`src/rtl/rtc_pkg.sv`:
```
package rtc_pkg;
    localparam int BYTE_W  = 8;
    localparam int N_BYTES = 4;
    localparam int CNT_W   = BYTE_W * N_BYTES;
    localparam int IDX_W   = $clog2(N_BYTES);
    localparam int ADDR_W  = IDX_W + 2;
    localparam int EN_BIT  = 7;
    localparam int ST_BIT  = 0;

    typedef enum logic [1:0] {
        GRP_CONTROL = 2'd0,
        GRP_STAGE   = 2'd1,
        GRP_COUNT   = 2'd2,
        GRP_ALARM   = 2'd3
    } reg_group_e;

    localparam logic [IDX_W-1:0] IDX_RUN      = IDX_W'(0);
    localparam logic [IDX_W-1:0] IDX_ALM_CFG  = IDX_W'(1);
    localparam logic [IDX_W-1:0] IDX_ALM_STAT = IDX_W'(2);

    typedef struct packed {
        logic               run_wr;
        logic               alm_cfg_wr;
        logic               alm_stat_wr;
        logic [N_BYTES-1:0] stage_wr;
        logic [N_BYTES-1:0] alarm_wr;
    } wr_strobe_t;

    function automatic logic [BYTE_W-1:0] byte_of(input logic [CNT_W-1:0] v,
                                                  input logic [IDX_W-1:0] i);
        return v[int'(i) * BYTE_W +: BYTE_W];
    endfunction
endpackage

```
`src/rtl/rtc_bus_decode.sv`:
```
module rtc_bus_decode
    import rtc_pkg::*;
(
    input  logic              bus_sel,
    input  logic              bus_we,
    input  logic [ADDR_W-1:0] bus_addr,
    input  logic              run_en,
    input  logic              alm_en,
    input  logic              alm_status,
    input  logic [CNT_W-1:0]  count,
    input  logic [CNT_W-1:0]  alarm_val,
    output wr_strobe_t        strobe,
    output logic [BYTE_W-1:0] rdata
);
    reg_group_e       grp;
    logic [IDX_W-1:0] idx;
    logic             wr_acc;
    logic             rd_acc;

    assign grp    = reg_group_e'(bus_addr[ADDR_W-1 -: 2]);
    assign idx    = bus_addr[IDX_W-1:0];
    assign wr_acc = bus_sel & bus_we;
    assign rd_acc = bus_sel & ~bus_we;

    // Write strobes: at most one register per access
    always_comb begin
        strobe = '0;
        if (wr_acc) begin
            case (grp)
                GRP_CONTROL: begin
                    strobe.run_wr      = (idx == IDX_RUN);
                    strobe.alm_cfg_wr  = (idx == IDX_ALM_CFG);
                    strobe.alm_stat_wr = (idx == IDX_ALM_STAT);
                end
                GRP_STAGE: strobe.stage_wr[idx] = 1'b1;
                GRP_ALARM: strobe.alarm_wr[idx] = 1'b1;
                default:   ;
            endcase
        end
    end

    // Read mux; staging and unmapped slots return zero
    always_comb begin
        rdata = '0;
        if (rd_acc) begin
            case (grp)
                GRP_CONTROL: begin
                    if (idx == IDX_RUN)      rdata[EN_BIT] = run_en;
                    if (idx == IDX_ALM_CFG)  rdata[EN_BIT] = alm_en;
                    if (idx == IDX_ALM_STAT) rdata[ST_BIT] = alm_status;
                end
                GRP_COUNT: rdata = byte_of(count, idx);
                GRP_ALARM: rdata = byte_of(alarm_val, idx);
                default:   rdata = '0;
            endcase
        end
    end
endmodule

```
`src/rtl/rtc_sec_counter.sv`:
```
module rtc_sec_counter
    import rtc_pkg::*;
(
    input  logic               clk,
    input  logic               rst,
    input  logic               run_wr,
    input  logic [N_BYTES-1:0] stage_wr,
    input  logic [BYTE_W-1:0]  wdata,
    input  logic               sec_tick,
    output logic               run_en,
    output logic [CNT_W-1:0]   count,
    output logic               advance,
    output logic [CNT_W-1:0]   count_next
);
    logic [CNT_W-1:0] count_q;
    logic [CNT_W-1:0] staged;
    logic             run_q;
    logic             load;

    always_ff @(posedge clk) begin
        if (rst)         run_q <= 1'b0;
        else if (run_wr) run_q <= wdata[EN_BIT];
    end

    // Holding registers for the upper bytes; byte 0 arrives with the commit
    generate
        for (genvar b = 1; b < N_BYTES; b++) begin : g_stage
            logic [BYTE_W-1:0] stage_q;
            always_ff @(posedge clk) begin
                if (rst)              stage_q <= '0;
                else if (stage_wr[b]) stage_q <= wdata;
            end
            assign staged[b*BYTE_W +: BYTE_W] = stage_q;
        end
    endgenerate
    assign staged[BYTE_W-1:0] = wdata;

    assign load       = stage_wr[0];
    assign advance    = run_q & sec_tick & ~load;
    assign count_next = count_q + CNT_W'(1);

    always_ff @(posedge clk) begin
        if (rst)          count_q <= '0;
        else if (load)    count_q <= staged;
        else if (advance) count_q <= count_next;
    end

    assign run_en = run_q;
    assign count  = count_q;

    p_hold_stopped_r2: assert property (@(posedge clk) disable iff (rst)
        (!run_q && !load) |=> $stable(count_q))
        else $error("count moved while stopped");

    p_tick_step_r3: assert property (@(posedge clk) disable iff (rst)
        (run_q && sec_tick && !load) |=> (count_q == $past(count_q) + CNT_W'(1)))
        else $error("tick did not add one");

    p_load_commit_r4: assert property (@(posedge clk) disable iff (rst)
        load |=> (count_q == $past(staged)))
        else $error("low byte write did not commit staged value");
endmodule

```
`src/rtl/rtc_alarm.sv`:
```
module rtc_alarm
    import rtc_pkg::*;
(
    input  logic               clk,
    input  logic               rst,
    input  logic               alm_cfg_wr,
    input  logic               alm_stat_wr,
    input  logic [N_BYTES-1:0] alarm_wr,
    input  logic [BYTE_W-1:0]  wdata,
    input  logic               advance,
    input  logic [CNT_W-1:0]   count_next,
    output logic               alm_en,
    output logic               alm_status,
    output logic [CNT_W-1:0]   alarm_val,
    output logic               irq
);
    logic en_q;
    logic status_q;
    logic hit;
    logic clear_req;

    always_ff @(posedge clk) begin
        if (rst)             en_q <= 1'b0;
        else if (alm_cfg_wr) en_q <= wdata[EN_BIT];
    end

    generate
        for (genvar b = 0; b < N_BYTES; b++) begin : g_alarm_byte
            logic [BYTE_W-1:0] byte_q;
            always_ff @(posedge clk) begin
                if (rst)              byte_q <= '0;
                else if (alarm_wr[b]) byte_q <= wdata;
            end
            assign alarm_val[b*BYTE_W +: BYTE_W] = byte_q;
        end
    endgenerate

    // Compare against the value the count is about to take
    assign hit       = en_q & advance & (count_next == alarm_val);
    assign clear_req = alm_stat_wr & ~wdata[ST_BIT];

    always_ff @(posedge clk) begin
        if (rst)            status_q <= 1'b0;
        else if (hit)       status_q <= 1'b1;
        else if (clear_req) status_q <= 1'b0;
    end

    assign alm_en     = en_q;
    assign alm_status = status_q;
    assign irq        = status_q & en_q;

    p_status_sticky_r8: assert property (@(posedge clk) disable iff (rst)
        (status_q && !clear_req) |=> status_q)
        else $error("status dropped without a clear");

    p_no_set_disabled_r10: assert property (@(posedge clk) disable iff (rst)
        (!status_q && !en_q) |=> !status_q)
        else $error("status set while alarm disabled");

    p_match_sets_r7: assert property (@(posedge clk) disable iff (rst)
        (en_q && advance && (count_next == alarm_val)) |=> (status_q && irq == en_q))
        else $error("match did not raise status");
endmodule

```
`src/rtl/rtc_seconds_alarm.sv`:
```
module rtc_seconds_alarm
    import rtc_pkg::*;
(
    input  logic              clk,
    input  logic              rst,
    input  logic              sec_tick,
    input  logic              bus_sel,
    input  logic              bus_we,
    input  logic [ADDR_W-1:0] bus_addr,
    input  logic [BYTE_W-1:0] bus_wdata,
    output logic [BYTE_W-1:0] bus_rdata,
    output logic              alarm_irq
);
    wr_strobe_t       strobe;
    logic             run_en;
    logic             alm_en;
    logic             alm_status;
    logic             advance;
    logic [CNT_W-1:0] count;
    logic [CNT_W-1:0] count_next;
    logic [CNT_W-1:0] alarm_val;

    rtc_bus_decode u_decode (
        .bus_sel    (bus_sel),
        .bus_we     (bus_we),
        .bus_addr   (bus_addr),
        .run_en     (run_en),
        .alm_en     (alm_en),
        .alm_status (alm_status),
        .count      (count),
        .alarm_val  (alarm_val),
        .strobe     (strobe),
        .rdata      (bus_rdata)
    );

    rtc_sec_counter u_counter (
        .clk        (clk),
        .rst        (rst),
        .run_wr     (strobe.run_wr),
        .stage_wr   (strobe.stage_wr),
        .wdata      (bus_wdata),
        .sec_tick   (sec_tick),
        .run_en     (run_en),
        .count      (count),
        .advance    (advance),
        .count_next (count_next)
    );

    rtc_alarm u_alarm (
        .clk         (clk),
        .rst         (rst),
        .alm_cfg_wr  (strobe.alm_cfg_wr),
        .alm_stat_wr (strobe.alm_stat_wr),
        .alarm_wr    (strobe.alarm_wr),
        .wdata       (bus_wdata),
        .advance     (advance),
        .count_next  (count_next),
        .alm_en      (alm_en),
        .alm_status  (alm_status),
        .alarm_val   (alarm_val),
        .irq         (alarm_irq)
    );
endmodule

```
`config.mk`:
```
export PLATFORM = sky130hd
export DESIGN_NAME = rtc_seconds_alarm
export DESIGN_NICKNAME = d
export VERILOG_FILES = /design/src/rtl/rtc_pkg.sv /design/src/rtl/rtc_bus_decode.sv /design/src/rtl/rtc_sec_counter.sv /design/src/rtl/rtc_alarm.sv /design/src/rtl/rtc_seconds_alarm.sv
export SDC_FILE = /design/constraint.sdc
export NUM_CORES = 1
export LEC_CHECK = 0
export BUFFER_PORTS_ARGS = -buffer_cell sky130_fd_sc_hd__clkbuf_2
export CAP_MARGIN = 5
export CORE_MARGIN = 5
export CORE_UTILIZATION = 45
export CTS_CLUSTER_DIAMETER = 120
export DETAILED_ROUTE_END_ITERATION = 10
export SYNTH_ARGS = -nofsm -noshare
export SYNTH_HDL_FRONTEND = slang
export SYNTH_HIERARCHICAL = 1
export SYNTH_SLANG_ARGS = --single-unit
```
`constraint.sdc`:
```
create_clock -name clk -period 4.7 [get_ports clk]
set_clock_uncertainty 0.15 [all_clocks]
set_input_delay 0 -clock clk [delete_from_list [all_inputs] [get_ports clk]]
set_output_delay 0 -clock clk [all_outputs]
set_load 0.05 [all_outputs]
```
=== After elaboration in Yosys (flattened, before gate mapping) ===
Index checks and enable logic that the tools add are counted.

* Add/sub/neg operators: 1
* $lt $le $gt $ge: 2
* Eq/ne operators: 6
* Shift-type cells: 2
* Mux-type cells: 17
* Bitwise gates (word level): 11
* Reductions and logical operators: 5

{| class="wikitable"
|+ Operators with widths
! operator !! count
|-
| 2-to-1 mux 32 bit || 2
|-
| indexed part select 32 x 6 -> 8 bit || 2
|-
| adder 32 x 1 -> 32 bit (second input constant) || 1
|-
| equality test 32 bit || 1
|-
| one-hot mux 6 bit (2 select lines) || 1
|-
| 2-to-1 mux 11 bit || 1
|-
| AND 1 bit || 8
|-
| 2-to-1 mux 4 bit || 2
|-
| 2-to-1 mux 8 bit || 1
|-
| equality test 2 bit (second input constant) || 3
|-
| 2-to-1 mux 1 bit || 6
|-
| one-hot mux 1 bit (3 select lines) || 2
|-
| equality test 2 x 1 -> 1 bit (second input constant) || 2
|-
| zero test 2 bit || 2
|-
| nonzero test 2 bit || 2
|-
| < comparator 2 x 3 -> 1 bit (second input constant) || 1
|-
| 2-to-1 mux 3 bit || 1
|-
| inverter 1 bit || 3
|-
| demux 1 bit (select 2 bit) || 1
|-
| >= comparator 2 x 1 -> 1 bit (second input constant) || 1
|-
| logical AND 1 bit || 1
|}

* Register bits: 91
* Bits of input ports: 17
* Output and inout bits: 9
* Logic and storage cells: 55

=== Logic depth before layout (Yosys ltp) ===
Gate-level depths: netlist of the first run.

* Depth after elaboration: 11
* Mapped depth: 11
* Depth with buffers taken out: 10

=== By module ===
Netlist of the first run, hierarchy kept.

{| class="wikitable"
|+ By module, submodules not included
! module !! instances !! cells an instance !! area each (µm²) !! sequential area each (µm²)
|-
| rtc_sec_counter || 1 || 439 || 3475.8 || 1141.1
|-
| rtc_alarm || 1 || 156 || 1546.5 || 680.7
|-
| rtc_bus_decode || 1 || 71 || 719.4 || 0.0
|}

=== Least setup slack after synthesis of the first run ===
OpenSTA, ideal clock, no wires.

* Kind: register to register
* Start: register u_counter.count_q[0], in the netlist u_counter/count[0]
* End: register u_alarm.status_q, in the netlist u_alarm/alm_status
* Library setup time: 0.069 ns
* Arrival time: 2.586 ns
* Data required time: 4.481 ns
* Path slack: 1.895 ns
* Cell stages (with the launch flop): 12
* Buffers on the path: 1
* Period minus slack after synthesis: 2.805 ns
* Path through: dfxtp_1 > ha_1 > nand3_4 > or4_4 > clkbuf_1 > nor4_1 > xnor2_1 > xnor2_1 > nand4_1 > nor4_1 > nand4_1 > o21ai_1

* Word-level cells in the longest chain between the ends: 4
* Elaborated cells on any way between the ends: 5
* Classes of those cells: add/sub: 1; eq/ne: 1; mux: 1; bitwise: 1; reduce/logical: 1

{| class="wikitable"
|+ Ends and longest elaborated chain
! what !! RTL line !! text
|-
| start: declaration || rtc_sec_counter.sv:15 || <nowiki>logic [CNT_W-1:0] count_q;</nowiki>
|-
| start signal: assignment || rtc_sec_counter.sv:44 || <nowiki>else if (load) count_q <= staged;</nowiki>
|-
| start signal: assignment || rtc_sec_counter.sv:45 || <nowiki>else if (advance) count_q <= count_next;</nowiki>
|-
| adder 32 x 1 -> 32 bit * || rtc_sec_counter.sv:40 || <nowiki>assign count_next = count_q + CNT_W'(1);</nowiki>
|-
| via count_next[28] || rtc_seconds_alarm.sv:20 || <nowiki>logic [CNT_W-1:0] count_next;</nowiki>
|-
| equality test 32 bit * || rtc_alarm.sv:39 || <nowiki>assign hit = en_q & advance & (count_next == alarm_val);</nowiki>
|-
| AND 1 bit * || rtc_alarm.sv:39 ||
|-
| 2-to-1 mux 1 bit / nonzero test 2 bit (equally long branches) || -- ||
|-
| end signal: assignment || rtc_alarm.sv:43 || <nowiki>if (rst) status_q <= 1'b0;</nowiki>
|-
| end signal: assignment || rtc_alarm.sv:44 || <nowiki>else if (hit) status_q <= 1'b1;</nowiki>
|-
| end signal: assignment || rtc_alarm.sv:45 || <nowiki>else if (clear_req) status_q <= 1'b0;</nowiki>
|-
| end: declaration || rtc_alarm.sv:18 || <nowiki>logic status_q;</nowiki>
|}

The timed path passes the listed nets; every way through them passes the cells marked *.
A chain may end at the register's enable or synchronous reset.

=== Final worst setup path of the first run ===
Same ends and word-level chain as after synthesis.

==> metrics.md, run 1 <==
| Metric | Value |
|---|---|
| Outcome | complete, no violations |
| Main synth FF type | dfxtp_1 |
| WP data arrival | around 3.3 ns |
| TritonCTS buffer count | 9 |
| CTS hold repair buffers | 8 |
| Initial DRC Count | 470 |
| Crit path largest cell delay | roughly 0.73 ns |
| Clock latency on the worst-skew pair | between 0.3 and 0.4 ns |
| Post-detail-place hpwl | 13,200 µm |
| Sequential Power Share | slightly below 50% |
| Pwr dens | around 260 nW/µm² |
| Share of cells above drive strength 1 | a little under an eighth |
| Drc violations | 0 |
| Buf/Inv on CP | 0 |
| Area share of the largest cell type after synthesis | 31.7% |
| Final Critical Period | ~3.2 ns |
| Post-Place Cells | about 810 |
| Netlist cell types | 65 |
| Clock Tree Buf Depth | 2 |
| Root Buffer | clkbuf_16 |
| H-tree Lvls | 3 |
| Final Hold Viols | 0 |
| Peak Freq | roughly 0.32 GHz |
| Unrepaired setup endpoints after global routing | false |
| Hold path startpoint | sec_tick |
| CTS sink cnt | 91 |
| Synth Instances | between 600 and 700 |
| Max FO, Critical Path | 9 |
| Synth Net Count | roughly 680 |
| Number of global-route vias before repair | about 4,700 |
| Gp weighted congestion | around 0.94 |
| Path type of the worst min-delay path | input pin to register |
| Mapped Area | 5740 µm² |
| Relative slew slack | ~11% |
| Clock network fraction of design power | a little under half |
| Antenna diodes | 0 |
| Worst slew pin tran | ~1.3 ns |
| CP Capture Type | register |
| Post-cts sizing count | 0 |
| Max-cap violations | 0 |
| Postcts setup bufs | 0 |
| Total grt overflow | 0 |
| Synth Warn # | 6 |
| Initial Util | approximately 46% |
| Crit-path cells | ha_1 -> nand3_4 -> nor4_2 -> nand3_1 -> xnor2_1 -> xnor2_1 -> nand4_1 -> nor4_1 -> nand4_1 -> o21ai_1 |
| Commonest cells in the synthesized netlist | 108 x nor2_1, 91 x dfxtp_1, 67 x mux2i_1 |
| Via count | 5,050 |
| CP delay by family, top | simple AND/OR/NAND/NOR gates |
| Post-Route WL | about 19,000 µm |
| Gate power share | about 6.3% |
| Largest net degree at the start of global routing | 70 |
| Setup total negative slack | 0 ns |
| Core area | between 10,000 and 15,000 µm² |
| Syn Area/Cell | ~8.6 µm² |
| Reg2Reg Launch Point | u_counter/count[0] |
| Port Buf Inserts | 25 |
| CP max stage cell | nor4_2 |
| Ys async rst share | 0% |
| Initial antenna violation count | 0 |
| Via/cell ratio | between 6 and 7 |
| Int Pwr | approximately 1.2 mW |
| Die height | approximately 120 µm |
| Max-slew violations | 0 |
| Final worst setup slack | 1.54 ns |
| 1st-pass router iterations | 5 |
| Top-count cell post-synth | nor2_1 |
| Synth area leaders | dfxtp_1 32%, mux2i_1 12%, nor2_1 7.1%, xnor2_1 5.9%, mux4_2 5.5% |
| Avg WL per Cell | ~22 µm |
| Sequential fraction of the synthesis area | between 30% and 40% |
| Clock-pin slew on the worst setup and hold paths | roughly 0.070 ns |
| Die width | 123 µm |
| Fin crit share | about two thirds |
| Fin nets | 676 |
| Net Sw Frac | between 20 and 25% |
| CP Launch Type | register |
| GR Util All Layers | between 20% and 30% |
| Die area | approximately 15,000 µm² |
| Area Overhead vs Synth | 8.61% |
| Synth Register Bits | between 90 and 100 |
| Antenna viol nets, final | 0 |
| Area leader, netlist | dfxtp_1 |
| Number of setup violations in the final report | 0 |
| Post-synth EDFFs | 0 |
| CP startpoint | u_counter/count[0] |
| Switching power | roughly 0.40 mW |
| # rows | 41 |
| I/O Pins | 26 |
| Worst VDD drop | 0.156 mV |
| CTS tree | done |
| Critical Path RT | about 4.9 ns |
| Lkg Pwr | around 2.1 nW |
| Worst slack, placed | between 1.5 and 2 ns |
| Post-Layout Cell Count | between 800 and 900 |
| First-pass GRT wire length | around 29,000 µm |
| Crit path kind | register to register |
-- area by class of cell --
type	instances	area (µm²)
clock inverters	4	32.5
fillers	1227	6330
inverters	10	37.5
clock buffers	12	267
well taps	172	215
repair buffers	39	250
multi-input cells	507	3610
flip-flops and latches	91	1820
-- metal layers --
metal / share of wire, % / wire, µm / global-route usage (%)
met1: 45 / 8380 / 35.0
met2: 45 / 8320 / 39.2
met3: 6.6 / 1220 / 4.03
met4: 3.8 / 712 / 11.9
met5: 0 / 0 / 0
-- power by group through the flow --
stage	registers, mW	logic [mW]	clock network (mW)
finish	0.786	0.101	0.731
global placement	0.803	0.0942	0
CTS	0.786	0.100	0.743
global route	0.786	0.108	0.773
detailed placement	0.803	0.0946	0
floorplan	0.798	0.0654	0
-- cells by family after synthesis --
kind of cell               after synthesis  share of synthesized area (%)
and+or+nand+nor                        281                           24.9
DFF                                     91                           31.7
buffers and inverters                   68                           5.56
muxes                                   84                           17.9
adders and majority gates                1                          0.218
xor gates and xnor gates                68                           10.4
AOI/OAI and AO/OA                       73                           9.33
-- per-stage QoR --
stage          utilization (%)  power (mW)  hold WS (ns)  cell area, µm²
2_1_floorplan                -       0.864       -0.0140            5740
3_3_place_gp              46.6       0.897         0.274            5860
3_5_place_dp              46.6       0.898         0.278            5860
4_1_cts                   49.6        1.63       0.00150            6240
5_1_grt                   49.6        1.67        0.0564            6240
6_report                  49.6        1.62        0.0108            6240
-- path summary, 6_finish.rpt --
path / end / slack (ns) / cells past startpoint
setup / recovery: u_alarm/alm_status / 1.54 / 10
hold / removal: u_counter/count[2] / 0.01 / 5
setup reg to reg: u_alarm/alm_status / 1.54 / 10
hold reg to reg: u_counter/count[19] / 0.33 / 2
-- placed cells by master, fill, tap and decap left out, types with 6 or more instances in the layout --
cell             n
clkbuf_2        25
nand2b_1         7
nand2_1         42
xor2_1          29
or3_1           12
clkbuf_16        9
mux4_2          14
and4_1           8
buf_4            6
inv_1            9
mux2i_1         67
o21ai_0         13
nor4_1          12
or4_1            9
nand3_1         18
nand4_1         18
dfxtp_1         91
o31ai_1          6
and3_1           8
nor3_1          18
dlygate4sd3_1    8
a21oi_1          6
nor2_1         108
xnor2_1         39
a311oi_1        11
a211oi_1         7
-- registers in the layout, summed over array words and instances (netlist names) --
register,count
u_counter/count,32
u_counter/g_stage.stage_q,24
u_alarm/g_alarm_byte.byte_q,32
u_alarm/alm_status,1
u_counter/run_en,1
u_alarm/alm_en,1
-- worst register-to-register path: cells and delay by family (launching register included) --
kind                     cells  cell delay, ns
AND/OR/NAND/NOR              6            1.62
XOR/XNOR                     2            0.48
flip-flops                   1            0.43
adder cells (fa/ha/maj)      1            0.30
AO/OA/AOI/OAI                1            0.12
No activity file was read; power rests on OpenSTA's default activity.
==> run 2: changes to the inputs <==
==> constraint.sdc (replaced) <==
create_clock -name clk -period 2.56 [get_ports clk]
set_clock_uncertainty 0.15 [all_clocks]
set_input_delay 0 -clock clk [delete_from_list [all_inputs] [get_ports clk]]
set_output_delay 0 -clock clk [all_outputs]
set_load 0.05 [all_outputs]
==> run 2 against run 1 <==
Compared with the run above: the flow now finishes with violations (setup timing); wire length rose by 8.5%; sequential power is 83% higher; combinational power up 110%; total power increased by 89%; cell area is 11% higher; maximum frequency rose by 23%; die area unchanged; largest cell class unchanged; critical path depth stayed put; clock-buffer cell count is 1 lower; final cell count is 9.6% higher; clock power rose by 93%; core utilization rose by 5.5 points.
==> metrics.md, run 2 (synthesis results as in run 1) <==
| Metric | Value |
|---|---|
| Drc violations | 0 (unchanged) |
| Number of setup violations in the final report | 1 (+1) |
| 1st-pass router iterations | 5 (unchanged) |
| Die area | 15,100 µm² (unchanged) |
| Final worst setup slack | -0.00290 ns (-1.54 ns) |
| Most common cell after layout, fill and taps aside | nor2_1 |
| Initial Util | 45.7% (unchanged) |
| Peak Freq | 0.390 GHz (+23%) |
| Max FO, Critical Path | 7 (-2) |
| CP Launch Type | register |
| Final Critical Period | 2.56 ns (-0.597 ns) |
| Most frequent cells in the layout | 108 x nor2_1, 89 x dfxtp_1, 84 x buf_4 |
| Unrepaired setup endpoints after global routing | true |
| Critical path endpoint | u_alarm/alm_status |
| WP data arrival | 2.71 ns (-0.60 ns) |
| Antenna viol nets, final | 0 (unchanged) |
| Post-detail-place hpwl | 15,000 µm (+13%) |
| Reg2Reg Launch Point | u_counter/count[0] |
| Total grt overflow | 0 (unchanged) |
| Core area | 12,600 µm² (unchanged) |
| Post-Layout Cell Count | 915 (+9.6%) |
| I/O Pins | 26 (unchanged) |
| H-tree Lvls | 3 (unchanged) |
| Area post-placement | 6480 µm² (+11%) |
| Outcome | finished, violations left |
| Cells on worst reg2reg path | 10 (unchanged) |
| Cell area after layout | 6930 µm² (+11%) |
| Share of cells above drive strength 1 | 22.1% (+11 points) |
| Via count | 5,473 (+8.4%) |
| Die height | 123 µm (unchanged) |
| Root Buffer | clkbuf_16 |
| Lkg Pwr | 2.57 nW (+20%) |
| Max-cap violations | 0 (unchanged) |
| # rows | 41 (unchanged) |
| Clock latency on the worst-skew pair | 0.36 ns (about the same) |
| Path type of the worst min-delay path | input pin to register |
| Antenna diodes | 0 (unchanged) |
| Critical Path RT | 2.71 ns (-2.14 ns) |
| TritonCTS buffer count | 9 (unchanged) |
| Via/cell ratio | 5.98 (-1.1%) |
| Crit path largest cell delay | 0.59 ns (-0.14 ns) |
| CP max stage cell | or4_4 |
| Clock Tree Buf Depth | 2 (unchanged) |
| Worst VDD drop | 0.295 mV (+89%) |
| CP startpoint | u_counter/count[0] |
| Pwr dens | 441 nW/µm² (+70%) |
| Gp weighted congestion | 0.994 (+5.5%) |
| Relative slew slack | 38.7% (+27 points) |
| Violated checks | setup timing |
| Number of global-route vias before repair | 5,213 (+9.8%) |
| First-pass GRT wire length | 31,000 µm (+7.9%) |
| R2r setup slk | -0.003 ns (-1.54 ns) |
| Filler cell count | 1,179 (-3.9%) |
| GR Util All Layers | 27.6% (+2.1 points) |
| CTS tree | done |
| Avg WL per Cell | 22.1 µm (-0.95%) |
| Die width | 123 µm (unchanged) |
| Clock-pin slew on the worst setup and hold paths | 0.07 ns (about the same) |
| CTS sink cnt | 91 (unchanged) |
| CP Capture Type | register |
| Crit path kind | register to register |
| Fin crit share | 100% (+33 points) |
| Crit-path cells | ha_4 -> nand3_4 -> or4_4 -> nor4_4 -> xnor2_1 -> xnor2_1 -> nand4_1 -> nor4_1 -> nand4_1 -> o21ai_1 |
| Area Overhead vs Synth | 20.7% |
| Final Util | 55.2% (+5.5 points) |
| Max-slew violations | 0 (unchanged) |
| Post-Route WL | 20,200 µm (+8.5%) |
| Worst slack, placed | -0.00471 ns (-1.63 ns) |
| Post-Place Cells | 889 (+9.6%) |
| Fin nets | 756 (+12%) |
| Worst slew pin tran | 0.907 ns (-0.420 ns) |
| Largest net degree at the start of global routing | 42 (-40%) |
| Initial antenna violation count | 0 (unchanged) |
| Worst r2r dst | u_alarm/alm_status |
| Initial DRC Count | 578 (+23%) |
| Final Hold Viols | 0 (unchanged) |
| Port Buf Inserts | 25 (unchanged) |
-- run 2: cell types whose count changed in the layout (fill, tap and decap cells not counted), sizes merged --
| cell | before | now |
|---|---|---|
| bufinv | 0 | 1 |
| clkinvlp | 2 | 3 |
| clkbuf | 37 | 35 |
| inv | 10 | 9 |
| dlygate4sd3 | 8 | 10 |
| buf | 6 | 85 |
-- run 2: worst max-delay path, delay by kind of cell, from the launching register on --
kind / cells / cell delay [ns]
AOI/OAI and AO/OA: 1 / 0.12
adders and majority gates: 1 / 0.15
xor gates and xnor gates: 2 / 0.31
DFF: 1 / 0.36
and+or+nand+nor: 6 / 1.39
-- run 2: per-stage QoR --
step	hold WS [ns]	TNS (ns)	power (mW)
2_1_floorplan	-0.0215	0	1.59
3_3_place_gp	0.248	-0.00214	1.67
3_5_place_dp	0.260	-0.00471	1.67
4_1_cts	0.00266	0	3.08
5_1_grt	0.0155	-0.169	3.16
6_report	0.00168	-0.00290	3.06
-- run 2: layout make-up --
cell class	count	area (µm²)	share of cell area, %
sequential	91	1820	26.3
clock inverter	5	61.3	0.884
multi-input combinational	507	3690	53.2
inverter	10	37.5	0.541
timing repair buffer	119	856	12.3
tap	172	215	3.10
clock buffer	11	253	3.65
-- run 2: repair_timing --
item | CTS | global route
setup endpoints to repair | 2 | 3
gates resized for setup | 3 | 4
endpoints found under the hold margin | 41 | 0
hold buffers | 10 | 0
buffers inserted | 0 | 0
-- run 2: worst min-delay path by stage --
stage | start | to | depth (start not counted)
floorplan | bus_wdata[0] | u_counter/count[0] | 2
global placement | bus_addr[0] | u_counter/count[0] | 4
detailed placement | bus_addr[0] | u_counter/count[0] | 4
CTS | sec_tick | u_counter/count[2] | 5
global route | bus_wdata[3] | u_counter/count[3] | 3
finish | bus_wdata[3] | u_counter/count[3] | 3
-- run 2: layer usage --
metal | track usage [%] | wire [µm]
met4 | 11.3 | 593
met3 | 4.21 | 1350
met2 | 44.9 | 9490
met5 | 0 | 0
met1 | 36.8 | 8790
-- run 2: report_power, final --
group | leakage [nW] | total (mW) | internal, mW | switching, mW
Clock | 0.144 | 1.41 | 0.811 | 0.596
Combinational | 1.69 | 0.215 | 0.0781 | 0.136
Sequential | 0.735 | 1.44 | 1.43 | 0.0106
Total | 2.57 | 3.06 | 2.32 | 0.743
==> run 3: changes to the inputs <==
--- a/config.mk
+++ b/config.mk
@@ -7,10 +7,13 @@
 export LEC_CHECK = 0
 export BUFFER_PORTS_ARGS = -buffer_cell sky130_fd_sc_hd__clkbuf_2
 export CAP_MARGIN = 5
+export CELL_PAD_IN_SITES_DETAIL_PLACEMENT = 1
+export CELL_PAD_IN_SITES_GLOBAL_PLACEMENT = 1
 export CORE_MARGIN = 5
-export CORE_UTILIZATION = 45
+export CORE_UTILIZATION = 43
 export CTS_CLUSTER_DIAMETER = 120
 export DETAILED_ROUTE_END_ITERATION = 10
+export PLACE_DENSITY_LB_ADDON = 0.1
 export SYNTH_ARGS = -nofsm -noshare
 export SYNTH_HDL_FRONTEND = slang
 export SYNTH_HIERARCHICAL = 1
==> run 3 against run 2 <==
Compared with the run above: the run still ends with setup timing left; core utilization fell by 1.4 points; clock-buffer cell count did not move; total power fell by 3.3%; sequential share of layout area fell by 0.45 points.
==> metrics.md, run 3 (synthesis results as in run 1) <==
| Metric | Value |
|---|---|
| Fin nets | 771 (+2.0%) |
| Final Critical Period | 2.60 ns (+0.0406 ns) |
| 1st-pass router iterations | 5 (unchanged) |
| Total power | 2.96 mW (-3.3%) |
| I/O Pins | 26 (unchanged) |
| Antenna viol nets, final | 0 (unchanged) |
| Path type of the worst min-delay path | input pin to register |
| Violated checks | setup timing |
| Critical Path RT | 2.69 ns (-0.02 ns) |
| Port Buf Inserts | 25 (unchanged) |
| Post-Place Cells | 900 (+1.2%) |
| Worst hold slack | 0.00691 ns (+0.00524 ns) |
| Peak Freq | 0.384 GHz (-1.6%) |
| CP Capture Type | register |
| Cell area after layout | 7090 µm² (+2.3%) |
| R2r setup slk | -0.04 ns (-0.04 ns) |
| TritonCTS buffer count | 9 (unchanged) |
| Core area | 13,200 µm² (+4.9%) |
| CP max stage cell | dfxtp_4 |
| Reg2Reg Launch Point | u_counter/count[0] |
| Share of cells above drive strength 1 | 25.2% (+3.1 points) |
| H-tree Lvls | 3 (unchanged) |
| Total grt overflow | 0 (unchanged) |
| Setup total negative slack | -0.0435 ns (-0.0406 ns) |
| Most frequent cells in the layout | 107 x nor2_1, 100 x buf_4, 85 x dfxtp_1 |
| Area Overhead vs Synth | 23.5% |
| CTS sink cnt | 91 (unchanged) |
| Post-Route WL | 22,000 µm (+8.8%) |
| Via/cell ratio | 6.07 (+1.4%) |
| Antenna diodes | 0 (unchanged) |
| Post-Layout Cell Count | 934 (+2.1%) |
| Final Hold Viols | 0 (unchanged) |
| Max-cap violations | 0 (unchanged) |
| Clock Tree Buf Depth | 2 (unchanged) |
| Crit-path cells | ha_4 -> nand3_4 -> buf_6 -> nor4_4 -> buf_4 -> nand3_1 -> xnor2_1 -> xnor2_1 -> nand4_1 -> nor4_2 -> nand4_1 -> o21ai_1 |
| CP Launch Type | register |
| Lkg Pwr | 2.69 nW (+4.7%) |
| Clock latency on the worst-skew pair | 0.35 ns (about the same) |
| Crit path kind | register to register |
| CTS tree | done |
| Via count | 5,666 (+3.5%) |
| Worst r2r dst | u_alarm/alm_status |
| Crit path largest cell delay | 0.37 ns (-0.22 ns) |
| Initial Util | 43.5% (-2.2 points) |
| Drc violations | 0 (unchanged) |
| Gp weighted congestion | 0.982 (-1.2%) |
| Final worst setup slack | -0.0435 ns (-0.0406 ns) |
| Outcome | finished, violations left |
| Worst VDD drop | 0.246 mV (-17%) |
| First-pass GRT wire length | 34,100 µm (+10%) |
| Number of setup violations in the final report | 1 (unchanged) |
| Die height | 126 µm (+2.1%) |
| Initial antenna violation count | 0 (unchanged) |
| Cells on worst reg2reg path | 12 (+2) |
| Relative slew slack | 43.1% (+4.4 points) |
| Filler cell count | 1,578 (+34%) |
| Initial DRC Count | 426 (-26%) |
| Post-detail-place hpwl | 16,400 µm (+9.2%) |
| WP data arrival | 2.74 ns (+0.03 ns) |
| Pwr dens | 417 nW/µm² (-5.4%) |
| Unrepaired setup endpoints after global routing | true |
| Worst slack, placed | -0.138 ns (-0.133 ns) |
| Max-slew violations | 0 (unchanged) |
| Most common cell after layout, fill and taps aside | nor2_1 |
| Clock-pin slew on the worst setup and hold paths | 0.07 ns (about the same) |
| Worst slew pin tran | 0.846 ns (-0.0611 ns) |
| Area post-placement | 6540 µm² (+0.89%) |
| # rows | 42 (+2.4%) |
| Fin crit share | 102% (+1.6 points) |
| Root Buffer | clkbuf_16 |
| Largest net degree at the start of global routing | 54 (+29%) |
| Avg WL per Cell | 23.6 µm (+6.6%) |
| Number of global-route vias before repair | 5,809 (+11%) |
| Die width | 126 µm (+2.1%) |
| Hold path startpoint | bus_addr[3] |
| Critical path endpoint | u_alarm/alm_status |
| Die area | 15,800 µm² (+4.3%) |
| GR Util All Layers | 27.9% (+0.32 points) |
| Final Util | 53.8% (-1.4 points) |
| Max FO, Critical Path | 6 (-1) |
| CP startpoint | u_counter/count[0] |
run 3: changes by cell type in the layout (fill, tap and decap cells not counted), moves of 2 or more:
| cell | before | now |
|---|---|---|
| dfxtp_2 | 2 | 4 |
| dlygate4sd3_1 | 10 | 8 |
| buf_4 | 84 | 100 |
| clkinvlp_4 | 3 | 5 |
| nor4_1 | 9 | 7 |
| dfxtp_4 | 0 | 2 |
| dfxtp_1 | 89 | 85 |
run 3: power breakdown:
group	total, mW	leakage [nW]	internal (mW)	switching (mW)
Combinational	0.213	1.83	0.0788	0.134
Clock	1.31	0.126	0.711	0.599
Sequential	1.44	0.737	1.42	0.0110
Total	2.96	2.69	2.21	0.744
run 3: worst max-delay path, delay by kind of cell (launching register included):
| family | cells | cell delay [ns] |
|---|---|---|
| buffers and inverters | 2 | 0.33 |
| adders and majority gates | 1 | 0.15 |
| AOI/OAI and AO/OA | 1 | 0.15 |
| and+or+nand+nor | 6 | 0.97 |
| DFF | 1 | 0.37 |
| xor gates and xnor gates | 2 | 0.40 |
run 3: worst min path at each step:
| stage | endpoint | slack [ns] | cells past startpoint |
|---|---|---|---|
| after floorplan | u_counter/count[0] | -0.02 | 2 |
| after global placement | u_counter/count[4] | 0.23 | 3 |
| after detailed placement | u_counter/count[4] | 0.24 | 3 |
| after CTS | u_alarm/alm_en | 0.001 | 4 |
| after global routing | u_counter/g_stage[1].stage_q[1] | 0.04 | 3 |
| final | u_counter/run_en | 0.007 | 4 |
run 3: area by class of cell:
cell class | count | area [µm²] | area share, %
clock buffer | 11 | 253 | 3.56
clock inverter | 5 | 37.5 | 0.529
inverter | 10 | 37.5 | 0.529
multi-input combinational | 507 | 3740 | 52.8
sequential | 91 | 1830 | 25.9
tap | 176 | 220 | 3.10
timing repair buffer | 134 | 967 | 13.6
run 3: repair_timing:
action / 4_1_cts / 5_1_grt
endpoints found under the hold margin: 46 / 0
buffers inserted: 5 / 5
pin swaps: 9 / 15
resized for setup: 7 / 17
endpoints found under the setup margin: 1 / 2
hold buffers: 8 / 0
run 3: metal layers:
layer  track usage [%]  wire (µm)  vias to the layer above
li1                  -          -                     2578
met1              36.7       9490                     2842
met2              45.1      10300                      199
met3              4.82       1380                       47
met4              12.4        809                        0
met5                 0          0                        -
